==> src/rtl/tuner_i2c_pkg.sv <==
package tuner_i2c_pkg;

  localparam int BYTE_W   = 8;
  localparam int DEV_ID_W = 5;
  localparam int SEL_W    = 2;
  localparam int DIV_W    = 15;
  localparam int HI_W     = DIV_W - BYTE_W;
  localparam int CTRL_W   = 7;
  localparam int BAND_W   = 4;
  localparam int CNT_W    = $clog2(BYTE_W + 1);

  typedef enum logic [2:0] {
    ST_IDLE,
    ST_ADDR,
    ST_WRITE,
    ST_READ,
    ST_SKIP
  } bus_state_e;

  typedef enum logic [1:0] {
    EXP_ANY,
    EXP_DIV2,
    EXP_BAND
  } expect_e;

  typedef struct packed {
    logic       cp;
    logic [2:0] test;
    logic       rsa;
    logic       rsb;
    logic       amp_off;
  } ctrl_t;

  localparam ctrl_t CTRL_RESET = '{cp: 1'b0, test: 3'b000, rsa: 1'b1, rsb: 1'b1, amp_off: 1'b1};

endpackage

==> src/rtl/tuner_line_sync.sv <==
module tuner_line_sync #(
  parameter int STAGES = 2
) (
  input  logic clk,
  input  logic rst_n,
  input  logic scl_i,
  input  logic sda_i,
  output logic sda_lvl,
  output logic scl_rise,
  output logic scl_fall,
  output logic start_det,
  output logic stop_det
);

  logic [STAGES-1:0] scl_sh_q, sda_sh_q;
  logic              scl_d_q, sda_d_q;
  logic              scl_s, sda_s;

  always_ff @(posedge clk or negedge rst_n) begin
    if (!rst_n) begin
      scl_sh_q <= '1;
      sda_sh_q <= '1;
      scl_d_q  <= 1'b1;
      sda_d_q  <= 1'b1;
    end else begin
      scl_sh_q <= {scl_sh_q[STAGES-2:0], scl_i};
      sda_sh_q <= {sda_sh_q[STAGES-2:0], sda_i};
      scl_d_q  <= scl_s;
      sda_d_q  <= sda_s;
    end
  end

  assign scl_s     = scl_sh_q[STAGES-1];
  assign sda_s     = sda_sh_q[STAGES-1];
  assign sda_lvl   = sda_s;
  assign scl_rise  = scl_s & ~scl_d_q;
  assign scl_fall  = ~scl_s & scl_d_q;
  assign start_det = scl_s & scl_d_q & sda_d_q & ~sda_s;
  assign stop_det  = scl_s & scl_d_q & ~sda_d_q & sda_s;

endmodule

==> src/rtl/tuner_i2c_engine.sv <==
module tuner_i2c_engine
  import tuner_i2c_pkg::*;
#(
  parameter logic [DEV_ID_W-1:0] DEV_ID = 5'b11000
) (
  input  logic              clk,
  input  logic              rst_n,
  input  logic              sda_lvl,
  input  logic              scl_rise,
  input  logic              scl_fall,
  input  logic              start_det,
  input  logic              stop_det,
  input  logic [SEL_W-1:0]  addr_sel,
  input  logic [BYTE_W-1:0] status_i,
  output logic              sda_oe,
  output logic              wr_vld,
  output logic [BYTE_W-1:0] wr_byte,
  output logic              status_sent,
  output logic              xfer_abort
);

  bus_state_e        state_q, state_d;
  logic [CNT_W-1:0]  cnt_q, cnt_d;
  logic [BYTE_W-1:0] sh_q, sh_d;
  logic              ack_q, ack_d;
  logic              drv_q, drv_d;
  logic              rw_q, rw_d;
  logic              mack_q, mack_d;
  logic              addr_hit;

  assign addr_hit = (sh_q[BYTE_W-1:1] == {DEV_ID, addr_sel});

  always_comb begin
    state_d     = state_q;
    cnt_d       = cnt_q;
    sh_d        = sh_q;
    ack_d       = ack_q;
    drv_d       = drv_q;
    rw_d        = rw_q;
    mack_d      = mack_q;
    wr_vld      = 1'b0;
    status_sent = 1'b0;
    xfer_abort  = 1'b0;
    if (start_det) begin
      state_d    = ST_ADDR;
      cnt_d      = '0;
      ack_d      = 1'b0;
      drv_d      = 1'b0;
      xfer_abort = 1'b1;
    end else if (stop_det) begin
      state_d    = ST_IDLE;
      ack_d      = 1'b0;
      drv_d      = 1'b0;
      xfer_abort = 1'b1;
    end else begin
      case (state_q)
        ST_ADDR, ST_WRITE: begin
          if (scl_rise && !ack_q && cnt_q != CNT_W'(BYTE_W)) begin
            sh_d  = {sh_q[BYTE_W-2:0], sda_lvl};
            cnt_d = cnt_q + 1'b1;
          end
          if (scl_fall && !ack_q && cnt_q == CNT_W'(BYTE_W)) begin
            ack_d = 1'b1;
            if (state_q == ST_WRITE) begin
              drv_d  = 1'b1;
              wr_vld = 1'b1;
            end else if (addr_hit) begin
              drv_d = 1'b1;
              rw_d  = sh_q[0];
            end else begin
              state_d = ST_SKIP;
              ack_d   = 1'b0;
            end
          end
          if (scl_fall && ack_q) begin
            ack_d = 1'b0;
            cnt_d = '0;
            drv_d = 1'b0;
            if (state_q == ST_ADDR) begin
              if (rw_q) begin
                state_d = ST_READ;
                sh_d    = status_i;
                drv_d   = ~status_i[BYTE_W-1];
              end else begin
                state_d = ST_WRITE;
              end
            end
          end
        end
        ST_READ: begin
          if (scl_rise) begin
            if (ack_q) mack_d = ~sda_lvl;
            else       cnt_d  = cnt_q + 1'b1;
          end
          if (scl_fall) begin
            if (ack_q) begin
              ack_d = 1'b0;
              cnt_d = '0;
              drv_d = 1'b0;
              if (mack_q) begin
                sh_d  = status_i;
                drv_d = ~status_i[BYTE_W-1];
              end else begin
                state_d = ST_SKIP;
              end
            end else if (cnt_q == CNT_W'(BYTE_W)) begin
              ack_d       = 1'b1;
              drv_d       = 1'b0;
              status_sent = 1'b1;
            end else begin
              sh_d  = {sh_q[BYTE_W-2:0], 1'b1};
              drv_d = ~sh_q[BYTE_W-2];
            end
          end
        end
        default: begin
          drv_d = 1'b0;
        end
      endcase
    end
  end

  always_ff @(posedge clk or negedge rst_n) begin
    if (!rst_n) begin
      state_q <= ST_IDLE;
      cnt_q   <= '0;
      sh_q    <= '0;
      ack_q   <= 1'b0;
      drv_q   <= 1'b0;
      rw_q    <= 1'b0;
      mack_q  <= 1'b0;
    end else begin
      state_q <= state_d;
      cnt_q   <= cnt_d;
      sh_q    <= sh_d;
      ack_q   <= ack_d;
      drv_q   <= drv_d;
      rw_q    <= rw_d;
      mack_q  <= mack_d;
    end
  end

  assign sda_oe  = drv_q;
  assign wr_byte = sh_q;


  ack_on_fall_chk: assert property (@(posedge clk) disable iff (!rst_n)
    $rose(sda_oe) |-> $past(scl_fall));


  stop_release_chk: assert property (@(posedge clk) disable iff (!rst_n)
    stop_det |=> !sda_oe);


  skip_quiet_chk: assert property (@(posedge clk) disable iff (!rst_n)
    (state_q == ST_SKIP) |-> !sda_oe);

endmodule

==> src/rtl/tuner_reg_bank.sv <==
module tuner_reg_bank
  import tuner_i2c_pkg::*;
(
  input  logic              clk,
  input  logic              rst_n,
  input  logic              wr_vld,
  input  logic [BYTE_W-1:0] wr_byte,
  input  logic              xfer_abort,
  input  logic              status_sent,
  input  logic              por_evt_i,
  input  logic              lock_i,
  output logic [DIV_W-1:0]  div_o,
  output ctrl_t             ctrl_o,
  output logic [BAND_W-1:0] band_o,
  output logic [BYTE_W-1:0] status_o
);

  expect_e           exp_q, exp_d;
  logic [HI_W-1:0]   hi_q, hi_d;
  logic [DIV_W-1:0]  div_q, div_d;
  ctrl_t             ctrl_q, ctrl_d;
  logic [BAND_W-1:0] band_q, band_d;
  logic              por_q, por_d;

  always_comb begin
    exp_d  = exp_q;
    hi_d   = hi_q;
    div_d  = div_q;
    ctrl_d = ctrl_q;
    band_d = band_q;
    por_d  = por_q;
    if (xfer_abort) begin
      exp_d = EXP_ANY;
    end else if (wr_vld) begin
      case (exp_q)
        EXP_DIV2: begin
          div_d = {hi_q, wr_byte};
          exp_d = EXP_ANY;
        end
        EXP_BAND: begin
          band_d = wr_byte[BAND_W-1:0];
          exp_d  = EXP_ANY;
        end
        default: begin
          if (!wr_byte[BYTE_W-1]) begin
            hi_d  = wr_byte[HI_W-1:0];
            exp_d = EXP_DIV2;
          end else begin
            ctrl_d = ctrl_t'(wr_byte[CTRL_W-1:0]);
            exp_d  = EXP_BAND;
          end
        end
      endcase
    end
    if (status_sent) por_d = 1'b0;
    if (por_evt_i)   por_d = 1'b1;
  end

  always_ff @(posedge clk or negedge rst_n) begin
    if (!rst_n) begin
      exp_q  <= EXP_ANY;
      hi_q   <= '0;
      div_q  <= '0;
      ctrl_q <= CTRL_RESET;
      band_q <= '0;
      por_q  <= 1'b1;
    end else begin
      exp_q  <= exp_d;
      hi_q   <= hi_d;
      div_q  <= div_d;
      ctrl_q <= ctrl_d;
      band_q <= band_d;
      por_q  <= por_d;
    end
  end

  assign div_o    = div_q;
  assign ctrl_o   = ctrl_q;
  assign band_o   = band_q;
  assign status_o = {por_q, lock_i, {(BYTE_W-2){1'b1}}};


  div_hold_chk: assert property (@(posedge clk) disable iff (!rst_n)
    !wr_vld |=> $stable(div_q));


  ctrl_band_hold_chk: assert property (@(posedge clk) disable iff (!rst_n)
    !wr_vld |=> ($stable(ctrl_q) && $stable(band_q)));


  por_clear_chk: assert property (@(posedge clk) disable iff (!rst_n)
    $fell(por_q) |-> $past(status_sent));

endmodule

==> src/rtl/tuner_i2c_regs.sv <==
module tuner_i2c_regs
  import tuner_i2c_pkg::*;
#(
  parameter int                  SYNC_STAGES = 2,
  parameter logic [DEV_ID_W-1:0] DEV_ID      = 5'b11000
) (
  input  logic              clk,
  input  logic              rst_n,
  input  logic              scl_i,
  input  logic              sda_i,
  output logic              sda_oe_o,
  input  logic [SEL_W-1:0]  addr_sel_i,
  input  logic              por_evt_i,
  input  logic              lock_i,
  output logic [DIV_W-1:0]  div_o,
  output logic              cp_o,
  output logic [2:0]        test_o,
  output logic [1:0]        ref_sel_o,
  output logic              amp_off_o,
  output logic [BAND_W-1:0] band_o,
  output logic              vhf_o
);

  logic [1:0]        rst_sync_q;
  logic              rst_int_n;
  logic              sda_lvl, scl_rise, scl_fall, start_det, stop_det;
  logic              wr_vld, status_sent, xfer_abort;
  logic [BYTE_W-1:0] wr_byte, status;
  ctrl_t             ctrl;

  always_ff @(posedge clk or negedge rst_n) begin
    if (!rst_n) rst_sync_q <= 2'b00;
    else        rst_sync_q <= {rst_sync_q[0], 1'b1};
  end
  assign rst_int_n = rst_sync_q[1];

  tuner_line_sync #(.STAGES(SYNC_STAGES)) u_sync (
    .clk(clk), .rst_n(rst_int_n), .scl_i(scl_i), .sda_i(sda_i),
    .sda_lvl(sda_lvl), .scl_rise(scl_rise), .scl_fall(scl_fall),
    .start_det(start_det), .stop_det(stop_det)
  );

  tuner_i2c_engine #(.DEV_ID(DEV_ID)) u_engine (
    .clk(clk), .rst_n(rst_int_n), .sda_lvl(sda_lvl),
    .scl_rise(scl_rise), .scl_fall(scl_fall),
    .start_det(start_det), .stop_det(stop_det),
    .addr_sel(addr_sel_i), .status_i(status), .sda_oe(sda_oe_o),
    .wr_vld(wr_vld), .wr_byte(wr_byte), .status_sent(status_sent),
    .xfer_abort(xfer_abort)
  );

  tuner_reg_bank u_regs (
    .clk(clk), .rst_n(rst_int_n), .wr_vld(wr_vld), .wr_byte(wr_byte),
    .xfer_abort(xfer_abort), .status_sent(status_sent),
    .por_evt_i(por_evt_i), .lock_i(lock_i), .div_o(div_o),
    .ctrl_o(ctrl), .band_o(band_o), .status_o(status)
  );

  assign cp_o      = ctrl.cp;
  assign test_o    = ctrl.test;
  assign ref_sel_o = {ctrl.rsa, ctrl.rsb};
  assign amp_off_o = ctrl.amp_off;
  assign vhf_o     = band_o[0] | band_o[1];


  vhf_mode_chk: assert property (@(posedge clk) disable iff (!rst_int_n)
    (band_o[1:0] == 2'b00) |-> !vhf_o);

endmodule

==> config.mk <==
export PLATFORM = sky130hd
export DESIGN_NAME = tuner_i2c_regs
export DESIGN_NICKNAME = d
export VERILOG_FILES = /design/src/rtl/tuner_i2c_pkg.sv /design/src/rtl/tuner_line_sync.sv /design/src/rtl/tuner_i2c_engine.sv /design/src/rtl/tuner_reg_bank.sv /design/src/rtl/tuner_i2c_regs.sv
export SDC_FILE = /design/constraint.sdc
export NUM_CORES = 1
export LEC_CHECK = 0
export BUFFER_PORTS_ARGS = -buffer_cell sky130_fd_sc_hd__buf_2
export CAP_MARGIN = 40
export CORE_AREA = 2 2 77 94
export DETAILED_ROUTE_END_ITERATION = 12
export DIE_AREA = 0 0 79 96
export GPL_TIMING_DRIVEN = 0
export PLACE_DENSITY = 0.79
export SETUP_SLACK_MARGIN = 0.1
export SLEW_MARGIN = 10
export SYNTH_ARGS = -nofsm -noshare
export SYNTH_HDL_FRONTEND = slang
export SYNTH_HIERARCHICAL = 1
export SYNTH_SLANG_ARGS = --single-unit
export TNS_END_PERCENT = 30
==> constraint.sdc <==
create_clock -name clk -period 2.3 [get_ports clk]
set_input_delay 0.345 -clock clk [delete_from_list [all_inputs] [get_ports clk]]
set_output_delay 0.345 -clock clk [all_outputs]
set_load 0.01 [all_outputs]
==> summary.md <==
| Metric | Value |
|---|---|
| Core Util, Final | `58.25%` |
| VDD IR max | `~0.6 mV` |
| Worst Tran Pin Value | `about 0.75 ns` |
| Routability cong. | `roughly 0.89` |
| Routed Wire Length | `roughly 6.7 mm` |
| P&R area growth vs syn | `20.28%` |
| Largest family of logic cells by synthesized area | `compound AO/OA/AOI/OAI gates` |
| Dpl ws | `-0.1176 ns` |
| Register-to-Register Path Depth | `8` |
| Critical path capture point type | `flop` |
| Area contributors post-synth | `dfrtp_1, mux2_2, dfstp_2` |
| Leading area contributor after synthesis | `dfrtp_1` |
| First-pass GRT wire length | `around 11 mm` |
| Largest net degree at the start of global routing | `between 60 and 70` |
| Die area | `about 7600 sq um` |
| Async S/R FF share, synth | `100.0%` |
| Vias per cell | `around 5.6` |
| Commonest cells after routing, fill and taps aside | `dfrtp_1, buf_2, mux2_2, buf_4, nand2_1` |
| Lkg Pwr | `1.865 nW` |
| Initial antenna violation count | `0` |
| Buf+Inv Stages, Crit Path | `2` |
| Number of global-route vias before repair | `between 2,000 and 2,500` |
| Initial Utilization | `between 40% and 50%` |
| Reg2reg setup slack | `0.13 ns` |
| Setup violators final | `0` |
| Total number of vias | `around 2,300` |
| DRT Pass-1 Iters | `5` |
| Wire per inst | `~16 microns` |
| Total core area | `6689 sq um` |
| Total track usage | `between 10% and 20%` |
| YS warnings | `6` |
| Crit path launch type | `flop` |
| Yosys top cell area share | `~40%` |
| Net total in the final layout | `337` |
| Most common cell after layout, fill and taps aside | `dfrtp_1` |
| Most frequent CP cell | `buf_6` |
| Initial DRC count | `around 110` |
| Slew headroom | `50.17%` |
| Final WS setup | `roughly 0.13 ns` |
| Crit Path Max Fanout | `8` |
| Req. time, crit path | `between 2 and 3 ns` |
| CTS sink cnt | `63` |
| Post-Synthesis Cells | `261` |
| Clk_lat worst skew | `~0.34 ns` |
| WP depth | `8` |
| Site Rows | `33` |
| Final Slew Violations | `0` |
| Clk root buf | `clkbuf_8` |
| Synth Area in Simple Gates | `14.02%` |
| PwrDens | `795.9 nW/um^2` |
| Setup CP Type | `reg2reg` |
| Synthesized cell area | `roughly 3200 sq um` |
| Clock tree buffer depth | `2` |
| Num ports | `36` |
| # DRC | `0` |
| Hold Crit Class | `in2reg` |
| CP max-delay cell | `dfstp_2` |
| CTS tree | `built` |
| Clock-pin slew on the worst setup and hold paths | `around 0.08 ns` |
| Register area share after synthesis | `roughly half` |
| Layout cells sized above 1 | `a little over two fifths` |
| Fmax | `roughly 460 MHz` |
| Critical Path AT | `2.40 ns` |
| Period minus WS final | `2.167 ns` |
| CP Cell Sequence | `and4b_2, nor2_4, nand3_2, nor3_2, buf_6, and4bb_1, buf_6, mux2_4` |
| I/O Buffers | `34` |
| Slowest Stage Delay on Critical Path | `around 0.57 ns` |
| CTS H-Tree Depth | `3` |
| Synth Area in XOR/XNOR | `about 1.0%` |
| Period utilisation layout | `approximately 94%` |
| Die H | `between 90 and 100 microns` |
| Compound-Gate Fraction of Synth Area | `between 10 and 15%` |
| CP delay by family, top | `simple AND/OR/NAND/NOR gates` |
| Synth Area in Adders | `1.545%` |
| Max Clock Skew | `0.008495 ns` |
| Multiplexer share of the synthesized area | `between 10% and 20%` |
| Post-route ant nets | `0` |
| RSZ-0062 raised after global routing | `yes` |
| Main synth FF type | `dfrtp_1` |
| CTS Buf Count | `9` |
| Number of diodes | `0` |
| Syn avg cell area | `12.41 sq um` |
| Flops & latches, synth | `63` |
| Max_cap viols | `0` |
| Endpoints failing hold | `0` |
| Hold Crit Depth | `1` |
| Number of flops mapped to enable cells by yosys | `0` |
| Post-synth cell types | `between 60 and 70` |
| Status | `finished, final reports clean` |
| Post-DP HPWL | `4.601 mm` |
| Congestion Overflow GR | `0` |
| Die span in x | `79 microns` |
## path summary, 6_finish.rpt
| kind | startpoint | endpoint |
|---|---|---|
| worst max-delay path | u_sync/sda_sh_q[1] | u_regs/hi_q[3] |
| max in group asynchronous | rst_sync_q[1] | u_regs/div_o[9] |
| worst min-delay path | sda_i | u_sync/sda_sh_q[0] |
| worst min register to register | rst_sync_q[0] | rst_sync_q[1] |
| min in group asynchronous | rst_n | rst_sync_q[1] |
| worst max register to register | u_sync/sda_sh_q[1] | u_regs/hi_q[3] |
## registers in the layout (all words and copies together), names as in the netlist
signal and cells:
rst_sync_q 2, u_engine/ack_q 1, u_engine/cnt_q 4, u_engine/mack_q 1, u_engine/rw_q 1, u_engine/sda_oe 1, u_engine/state_q 3, u_engine/wr_byte 8
u_regs/band_o 4, u_regs/ctrl_o 7, u_regs/div_o 15, u_regs/exp_q 2, u_regs/hi_q 7, u_regs/por_q 1, u_sync/scl_d_q 1, u_sync/scl_sh_q 2
u_sync/sda_d_q 1, u_sync/sda_sh_q 2
## cell families (layout without fill, tap and decap cells)
family                   count (synthesis)  in the layout
flip-flops                              63             63
adder cells (fa/ha/maj)                  4              4
multiplexers                            38             38
XOR/XNOR                                 3              3
AO/OA/AOI/OAI                           54             54
AND/OR/NAND/NOR                         70             70
other                                    2              7
buffers and inverters                   27             91
## repair_timing
item	4_1_cts	5_1_grt
cloned	0	0
endpoints found under the setup margin	28	26
pin swaps	1	2
setup buffers	5	8
endpoints found under the hold margin	2	0
resized for setup	6	3
hold buffers	1	0
## metal layers
metal	GRT usage, %	part of all wire (%)	vias to the layer above
li1	-	-	1089
met4	9.914	2.9	0
met3	3.377	3.8	23
met2	33.76	51	62
met1	21.99	42	1144
met5	0	0	-
## Yosys cell counts (3+ instances only)
library cell / n
buf_6: 5
o221ai_1: 7
inv_1: 8
or3_1: 7
dfrtp_1: 53
nor3b_1: 3
nor3_1: 3
a2bb2oi_1: 9
mux2i_1: 4
nor2b_1: 4
nand2b_1: 7
a21oi_1: 6
ha_1: 4
nor2_1: 4
mux2_2: 26
nand3_1: 7
buf_4: 9
nand2_1: 14
mux2_4: 7
a21o_1: 3
nand3b_1: 5
a211o_1: 4
dfstp_2: 10
## area by class of cell
class                   count  area [sq um]
multi-input cells         176          1520
clock inverters             7         80.08
clock buffers               9         123.9
repair buffers             48         281.5
flip-flops and latches     63          1593
plain buffers              18         151.4
fillers                   589          2793
well taps                  87         108.9
inverters                   9         37.54
## metrics by stage
stage                     power, mW  TNS, ns  instance area, sq um  cells  hold WS [ns]
after floorplan               1.913        0                  3267    266       0.04941
after global placement        2.069   -12.57                  3546    387        0.1301
after detailed placement      2.086   -1.436                  3550    387        0.1331
after CTS                     3.099        0                  3824    409       0.08341
after global routing          3.275        0                  3896    417       0.07799
final                         3.101        0                  3896    417       0.09100
## power breakdown
| part | internal [mW] | total, mW | switching (mW) |
|---|---|---|---|
| combinational | 0.355 | 0.690 | 0.335 |
| clock | 0.511 | 0.979 | 0.469 |
| sequential | 1.23 | 1.43 | 0.206 |
| total | 2.09 | 3.10 | 1.01 |
No activity file was read; power rests on OpenSTA's default activity.
